==> config.mk <==
export PLATFORM = sky130hd
export DESIGN_NAME = pc_bkpt_cmp
export DESIGN_NICKNAME = d
export VERILOG_FILES = /design/src/rtl/pcbk_pkg.sv /design/src/rtl/pcbk_ctrl.sv /design/src/rtl/pcbk_dp.sv /design/src/rtl/pc_bkpt_cmp.sv
export SDC_FILE = /design/constraint.sdc
export NUM_CORES = 1
export LEC_CHECK = 0
export BUFFER_PORTS_ARGS = -buffer_cell sky130_fd_sc_hd__buf_2
export CORE_MARGIN = 3
export CORE_UTILIZATION = 50
export DETAILED_ROUTE_END_ITERATION = 8
export HOLD_SLACK_MARGIN = 0.15
export PLACE_DENSITY = 0.69
export SLEW_MARGIN = 20
export SYNTH_ARGS = -nofsm -noshare
export SYNTH_HDL_FRONTEND = slang
export SYNTH_SLANG_ARGS = --single-unit
==> constraint.sdc <==
create_clock -name clk -period 5.39 [get_ports clk]
set_input_delay 1.3475 -clock clk [delete_from_list [all_inputs] [get_ports clk]]
set_output_delay 1.3475 -clock clk [all_outputs]
set_load 0.01 [all_outputs]
==> src/rtl/pcbk_pkg.sv <==
package pcbk_pkg;
  localparam int BP_COUNT = 4;
  localparam int BP0_IDX  = 8'h08;
  localparam int MASK_IDX = 8'h09;
  localparam int BP1_IDX  = 8'h18;
  localparam int BP2_IDX  = 8'h1A;
  localparam int BP3_IDX  = 8'h1B;

  typedef struct packed {
    logic [BP_COUNT-1:0] bpWr;
    logic                maskWr;
  } wrStrb_t;
endpackage

==> src/rtl/pcbk_ctrl.sv <==
module pcbk_ctrl
  import pcbk_pkg::*;
#(
  parameter int IDX_W = 8
) (
  input  logic             wrEn,
  input  logic [IDX_W-1:0] wrIdx,
  output wrStrb_t          strb
);
  always_comb begin
    strb         = '0;
    strb.maskWr  = wrEn && (wrIdx == IDX_W'(MASK_IDX));
    strb.bpWr[0] = wrEn && (wrIdx == IDX_W'(BP0_IDX));
    strb.bpWr[1] = wrEn && (wrIdx == IDX_W'(BP1_IDX));
    strb.bpWr[2] = wrEn && (wrIdx == IDX_W'(BP2_IDX));
    strb.bpWr[3] = wrEn && (wrIdx == IDX_W'(BP3_IDX));
  end
endmodule

==> src/rtl/pcbk_dp.sv <==
module pcbk_dp
  import pcbk_pkg::*;
#(
  parameter int ADDR_W = 32
) (
  input  logic                clk,
  input  logic                rst_n,
  input  wrStrb_t             strb,
  input  logic [ADDR_W-1:0]   wrData,
  input  logic                pcValid,
  input  logic [ADDR_W-1:0]   pc,
  input  logic [BP_COUNT-1:0] trigEnable,
  output logic [BP_COUNT-1:0] hitVec,
  output logic                hitAny
);
  logic [ADDR_W-1:0]   maskQ;
  logic [ADDR_W-1:1]   bpAddrQ [BP_COUNT];
  logic [BP_COUNT-1:1] validQ;
  logic [BP_COUNT-1:0] armed;
  logic [BP_COUNT-1:0] match;
  logic                unusedBits;

  assign unusedBits = ^{maskQ[0], pc[0]};

  always_ff @(posedge clk) begin
    if (!rst_n) begin
      maskQ  <= '0;
      validQ <= '0;
      for (int i = 0; i < BP_COUNT; i++) bpAddrQ[i] <= '0;
    end else begin
      if (strb.maskWr) maskQ <= wrData;
      for (int i = 0; i < BP_COUNT; i++)
        if (strb.bpWr[i]) bpAddrQ[i] <= wrData[ADDR_W-1:1];
      for (int i = 1; i < BP_COUNT; i++)
        if (strb.bpWr[i]) validQ[i] <= wrData[0];
    end
  end

  for (genvar g = 0; g < BP_COUNT; g++) begin : g_slot
    if (g == 0) begin : g_always
      assign armed[g] = 1'b1;
    end else begin : g_gated
      assign armed[g] = validQ[g];
    end
    assign match[g] = (((bpAddrQ[g] ^ pc[ADDR_W-1:1]) & ~maskQ[ADDR_W-1:1]) == '0)
                      && armed[g] && trigEnable[g];
  end

  always_ff @(posedge clk) begin
    if (!rst_n) begin
      hitVec <= '0;
      hitAny <= 1'b0;
    end else begin
      hitVec <= pcValid ? match : '0;
      hitAny <= pcValid && (match != '0);
    end
  end
endmodule

==> src/rtl/pc_bkpt_cmp.sv <==
module pc_bkpt_cmp
  import pcbk_pkg::*;
#(
  parameter int ADDR_W = 32,
  parameter int IDX_W  = 8
) (
  input  logic                clk,
  input  logic                rst_n,
  input  logic                wrEn,
  input  logic [IDX_W-1:0]    wrIdx,
  input  logic [ADDR_W-1:0]   wrData,
  input  logic                pcValid,
  input  logic [ADDR_W-1:0]   pc,
  input  logic [BP_COUNT-1:0] trigEnable,
  output logic [BP_COUNT-1:0] hitVec,
  output logic                hitAny
);
  wrStrb_t strb;

  pcbk_ctrl #(.IDX_W(IDX_W)) u_ctrl (
    .wrEn(wrEn), .wrIdx(wrIdx), .strb(strb)
  );

  pcbk_dp #(.ADDR_W(ADDR_W)) u_dp (
    .clk(clk), .rst_n(rst_n), .strb(strb), .wrData(wrData),
    .pcValid(pcValid), .pc(pc), .trigEnable(trigEnable),
    .hitVec(hitVec), .hitAny(hitAny)
  );
endmodule

# After elaboration in Yosys (flattened, before gate mapping)
# Memories as Yosys holds them, arrays and structs flattened.
# Cells that the tools add are included.
word_totals:
  inputBits: 80
  memories: 1
  out_inout_bits: 5
  mem_bits_rw: 124
  ff_bits: 40
  wordCells: 61
op_classes:
  n_eq_ne: 5
  reduce_logical: 19
  bitwise_logic: 13
  mux: 17
memory_table:
  columns: ["memory", "depth", "word_bits", "rd", "rd_clocked_by_memory_dff", "write_ports", "line_no", "rtl"]
  rows:
  - ["u_dp.bpAddrQ", 4, 31, 4, 0, 4, "pcbk_dp.sv:17", "logic [ADDR_W-1:1] bpAddrQ [BP_COUNT];"]
ops:
  columns: ["operator", "count"]
  rows:
  - ["$and A31 B31 Y31", 4]
  - ["$logic_not A31 Y1", 4]
  - ["$mux W31", 4]
  - ["$xor A31 B31 Y31", 4]
  - ["$not A31 Y31", 1]
  - ["$eq A8 B5 Y1 const B", 3]
  - ["$eq A8 B4 Y1 const B", 2]
  - ["$logic_and A1 B1 Y1", 13]
  - ["$mux W1", 13]
  - ["$or A1 B1 Y1", 4]
  - ["$reduce_bool A4 Y1", 1]
  - ["$reduce_and A2 Y1", 1]

# Longest topological paths before layout
# An unclocked memory read counts as a cell.
depth:
  ltp_word: 8
  depth_mapped: 7
  mapped_depth_nobuf: 6

# Cells and area by module
# From an unflattened synthesis, not the netlist that was laid out.
unflattened:
  cells_unflattened: 647
  hier_area_um2: 8096.5
modules_own_cells:
  columns: ["module", "instances", "seq_area_each_um2", "area_each_um2", "cells_per_inst"]
  rows:
  - ["pcbk_dp", 1, 4504.3, 8016.4, 638]
  - ["pcbk_ctrl", 1, 0.0, 80.1, 9]

# Worst setup path after synthesis
# No wires, ideal clock.
synth_path:
  path_type: "input to register"
  startpoint: "in wrIdx[5]"
  endpoint: "reg u_dp.validQ[1] (netlist bit)"
  setup_ns: 0.121
  path_slack_ns: 1.117
  arrival_time_ns: 4.152
  t_required_ns: 5.269
  cell_stages: 6
  path_buffers: 0
  path_cell_list: "or4b_1 nor3b_2 and2b_1 nand2_1 o21ai_1 a2bb2o_1"
synth_between:
  elab_chain_cells: 2
synth_lines:
  columns: ["item", "line_no", "rtl"]
  rows:
  - ["from (decl)", "pc_bkpt_cmp.sv:10", "input logic [IDX_W-1:0] wrIdx,"]
  - ["$eq A8 B5 Y1", "pcbk_ctrl.sv:14", "strb.bpWr[1] = wrEn && (wrIdx == IDX_W'(BP1_IDX));"]
  - ["$logic_and A1 B1 Y1", "pcbk_ctrl.sv:14", null]
  - ["to (signal, indexed assignment)", "pcbk_dp.sv:35", "if (strb.bpWr[i]) validQ[i] <= wrData[0];"]
  - ["to (decl)", "pcbk_dp.sv:18", "logic [BP_COUNT-1:1] validQ;"]
# No other way between the ends.
# A chain may end at the register's enable or synchronous reset.

==> insert_results.sql <==
INSERT INTO impl_metrics (metric_group, metric, value, unit) VALUES
('synthesis', 'yosys.cell_types.count', '36', ''),
('cts', 'clockRootBuffer', 'clkbuf_16', ''),
('setup_path', 'reg2regPathDepth', '6', ''),
('sta', 'hold-worst-slack', '0.510', 'ns'),
('detailed_routing', 'detail_route.vias_per_cell', '5.58', ''),
('die', 'start_util', '52.4', '%'),
('synthesis', 'synth_ff_type', 'edfxtp_1', ''),
('detailed_routing', 'post-route-drc-count', '0', ''),
('setup_path', 'timing.critical_path.fanout_max', '22', ''),
('sta', 'finalCritPeriodShare', '65.4', '%'),
('power_and_ir_drop', 'ir_worst_vdd', '228', 'µV'),
('hold_path', 'min_from', 'u_dp.validQ[2]$_SDFFE_PN0P_', ''),
('die', 'num_rows', '44', ''),
('cells_and_area', 'n_fill_cell', '1253', ''),
('status', 'outcome', 'finished clean', ''),
('setup_path', 'cp.arrival', '3.66', 'ns'),
('synthesis', 'synthesized_nets', '753', ''),
('synthesis', 'ys_warn_count', '0', ''),
('sta', 'final-max-slew-violation-count', '0', ''),
('cts', 'cts_made_buffers', '17', ''),
('cts', 'holdBufCountCts', '0', ''),
('placement', 'number_of_buffers_added_on_ports', '83', ''),
('hold_path', 'worst_hold_path_type', 'reg -> reg', ''),
('setup_path', 'regToRegSetupSlack', '3.50', 'ns'),
('synthesis', 'ys_async_sr_fraction', '0', '%'),
('sta', 'setup_violations_final', '0', ''),
('grt', 'gr-usage-all-layers', '23.1', '%'),
('cts', 'cts_tree', 'done', ''),
('synthesis', 'synth.ff_latch_count', '163', ''),
('sta', 'max-slew-margin-rel', '39.0', '%'),
('synthesis', 'synth_area', '7790', 'µm²'),
('detailed_routing', 'detail_route.wl_per_cell', '20.6', 'µm'),
('setup_path', 'cp-start-kind', 'input port', ''),
('placement', 'place_hpwl', '12.5', 'mm'),
('sta', 'achievable-frequency', '284', 'MHz'),
('cells_and_area', 'ff_latch_area', '4500', 'µm²'),
('grt', 'grt_met3_use', '4.76', '%'),
('setup_path', 'path_class', 'in -> reg', ''),
('synthesis', 'seq_area_frac_synth', '57.8', '%'),
('die', 'coreArea', '14900', 'µm²'),
('detailed_routing', 'num_vias', '5181', ''),
('synthesis', 'synthCells', '673', ''),
('sta', 'report.final.hold_viol_count', '0', ''),
('power_and_ir_drop', 'internal_power', '0.00231', 'W'),
('die', 'die_y', '131', 'µm'),
('power_and_ir_drop', 'power_switching_share', '22.5', '%'),
('detailed_routing', 'route.final.wire_length', '19.1', 'mm'),
('cts', 'cts.reportedPaths.clkPinSlew', '0.06', 'ns'),
('power_and_ir_drop', 'power.switching', '0.000672', 'W'),
('power_and_ir_drop', 'combPwrFrac', '8.0', '%'),
('sta', 'worst_clock_skew', '0.00411', 'ns'),
('sta', 'max_slew.worst_pin.slew', '0.912', 'ns'),
('cells_and_area', 'fraction_of_layout_cells_with_a_size_suffix_above_1', '17.6', '%'),
('cts', 'post_cts_resized', '0', ''),
('power_and_ir_drop', 'seqPwrFrac', '47.6', '%'),
('grt', 'gr-total-overflow', '0', ''),
('cts', 'clock_net_sink_count', '163', ''),
('setup_path', 'critical_path_endpoint_category', 'register', ''),
('grt', 'grt_util_met1', '30.6', '%'),
('die', 'die_width', '131', 'µm'),
('grt', 'grt_pass1_vias', '5175', ''),
('cts', 'post-cts-setup-buffer-count', '0', ''),
('detailed_routing', 'ant_nets', '0', ''),
('sta', 'rsz_0062_raised_after_global_routing', 'false', ''),
('cts', 'clockBufferDepth', '2', ''),
('cells_and_area', 'area_growth_syn_to_layout', '14.3', '%'),
('setup_path', 'timing.critical_path.required', '5.53', 'ns'),
('hold_path', 'whs_endpoint', 'u_dp.validQ[2]$_SDFFE_PN0P_', ''),
('sta', 'timing.final.crit_period', '3.53', 'ns'),
('grt', 'grt_start_max_net_pins', '33', ''),
('cts', 'htreeDepth', '4', '');
-- cell type report --
class | count | share of cell area, %
clock buffers | 18 | 5.06
well taps | 184 | 2.59
repair buffers | 92 | 5.43
flip-flops and latches | 163 | 50.6
multi-input cells | 454 | 34.0
diodes | 1 | 0.0281
inverters | 2 | 0.0843
clock inverters | 14 | 2.25
-- per-layer routing --
metal,wire (µm),vias up
li1,-,2446
met1,8410,2509
met2,9100,197
met3,1200,29
met4,433,0
met5,0,-
-- critical path, stage by stage --
cell and delay (ns):
buf_2 0.09, or4b_1 0.53, nor3b_2 0.31, and2b_1 0.21, nand2_1 0.14, o21ai_4 0.74
buf_4 0.29
-- cells by family after synthesis --
kind of cell | synth area share [%]
buf+inv | 3.53
xor+xnor | 13.9
simple gates | 16.2
flops | 57.8
compound gates | 8.37
mux | 0.129
-- cells in the mapped netlist, drive strengths merged, types with 2 or more instances --
cell type | n | share of area [%]
and2 | 125 | 10
edfxtp | 124 | 48
xnor2 | 124 | 14
nand2 | 69 | 3.3
clkbuf | 43 | 2.2
dfxtp | 39 | 10
o22ai | 36 | 2.9
a21oi | 31 | 2.0
nor3 | 13 | 0.98
o221ai | 12 | 1.3
o22a | 12 | 1.3
buf | 11 | 1.3
nor2 | 8 | 0.39
nand4 | 5 | 0.40
nor4 | 4 | 0.32
o211ai | 3 | 0.29
and3 | 2 | 0.24
o21ai | 2 | 0.13
-- state kept, by name, summed over array words and instances (netlist names) --
register and cells:
u_dp.hitAny 1, u_dp.validQ 3, u_dp.maskQ 31, u_dp.hitVec 4, u_dp.bpAddrQ 124
-- stage by stage --
stage                     total power [W]  util (%)  setup WS, ns  instances  area [µm²]
after global placement            0.00168      55.5          1.44        895        8250
after global routing              0.00306      59.9          1.75        928        8900
after floorplan                   0.00159         -          1.12        673        7790
final                             0.00298      59.9          1.86        928        8900
after CTS                         0.00299      59.9          1.85        927        8900
after detailed placement          0.00168      55.5          1.40        895        8250
-- power groups by stage --
stage               logic [W]  clock network [W]  registers, W
finish               0.000239            0.00133       0.00142
global route         0.000258            0.00138       0.00142
CTS                  0.000239            0.00133       0.00142
detailed placement   0.000237                  0       0.00145
global placement     0.000234                  0       0.00144
floorplan            0.000152                  0       0.00144
-- how the worst max path moves through the flow --
stage | startpoint | to | cells after the start
2_1_floorplan | wrIdx[5] | u_dp.validQ[1]$_SDFFE_PN0P_ | 6
3_3_place_gp | wrIdx[5] | u_dp.bpAddrQ[1][4]$_SDFFCE_PN0P_ | 7
3_5_place_dp | wrIdx[5] | u_dp.bpAddrQ[1][4]$_SDFFCE_PN0P_ | 7
4_1_cts | wrIdx[5] | u_dp.bpAddrQ[1][11]$_SDFFCE_PN0P_ | 7
5_1_grt | wrIdx[5] | u_dp.bpAddrQ[1][12]$_SDFFCE_PN0P_ | 7
6_report | wrIdx[5] | u_dp.bpAddrQ[1][11]$_SDFFCE_PN0P_ | 7
-- cells in the final DEF, fill, tap and decap left out, types with 3 or more instances in the layout --
master,count
o211ai_1,3
nand4_1,5
a21oi_1,31
edfxtp_1,124
nor4_1,4
xnor2_1,124
o22a_1,12
o22ai_1,36
nor3_1,12
buf_4,9
clkbuf_16,18
dfxtp_1,39
and2_1,124
buf_2,83
nand2_1,69
bufinv_16,4
inv_6,3
nor2_1,8
clkinvlp_4,6
o221ai_1,12
Power figures use the tool's default switching activity.
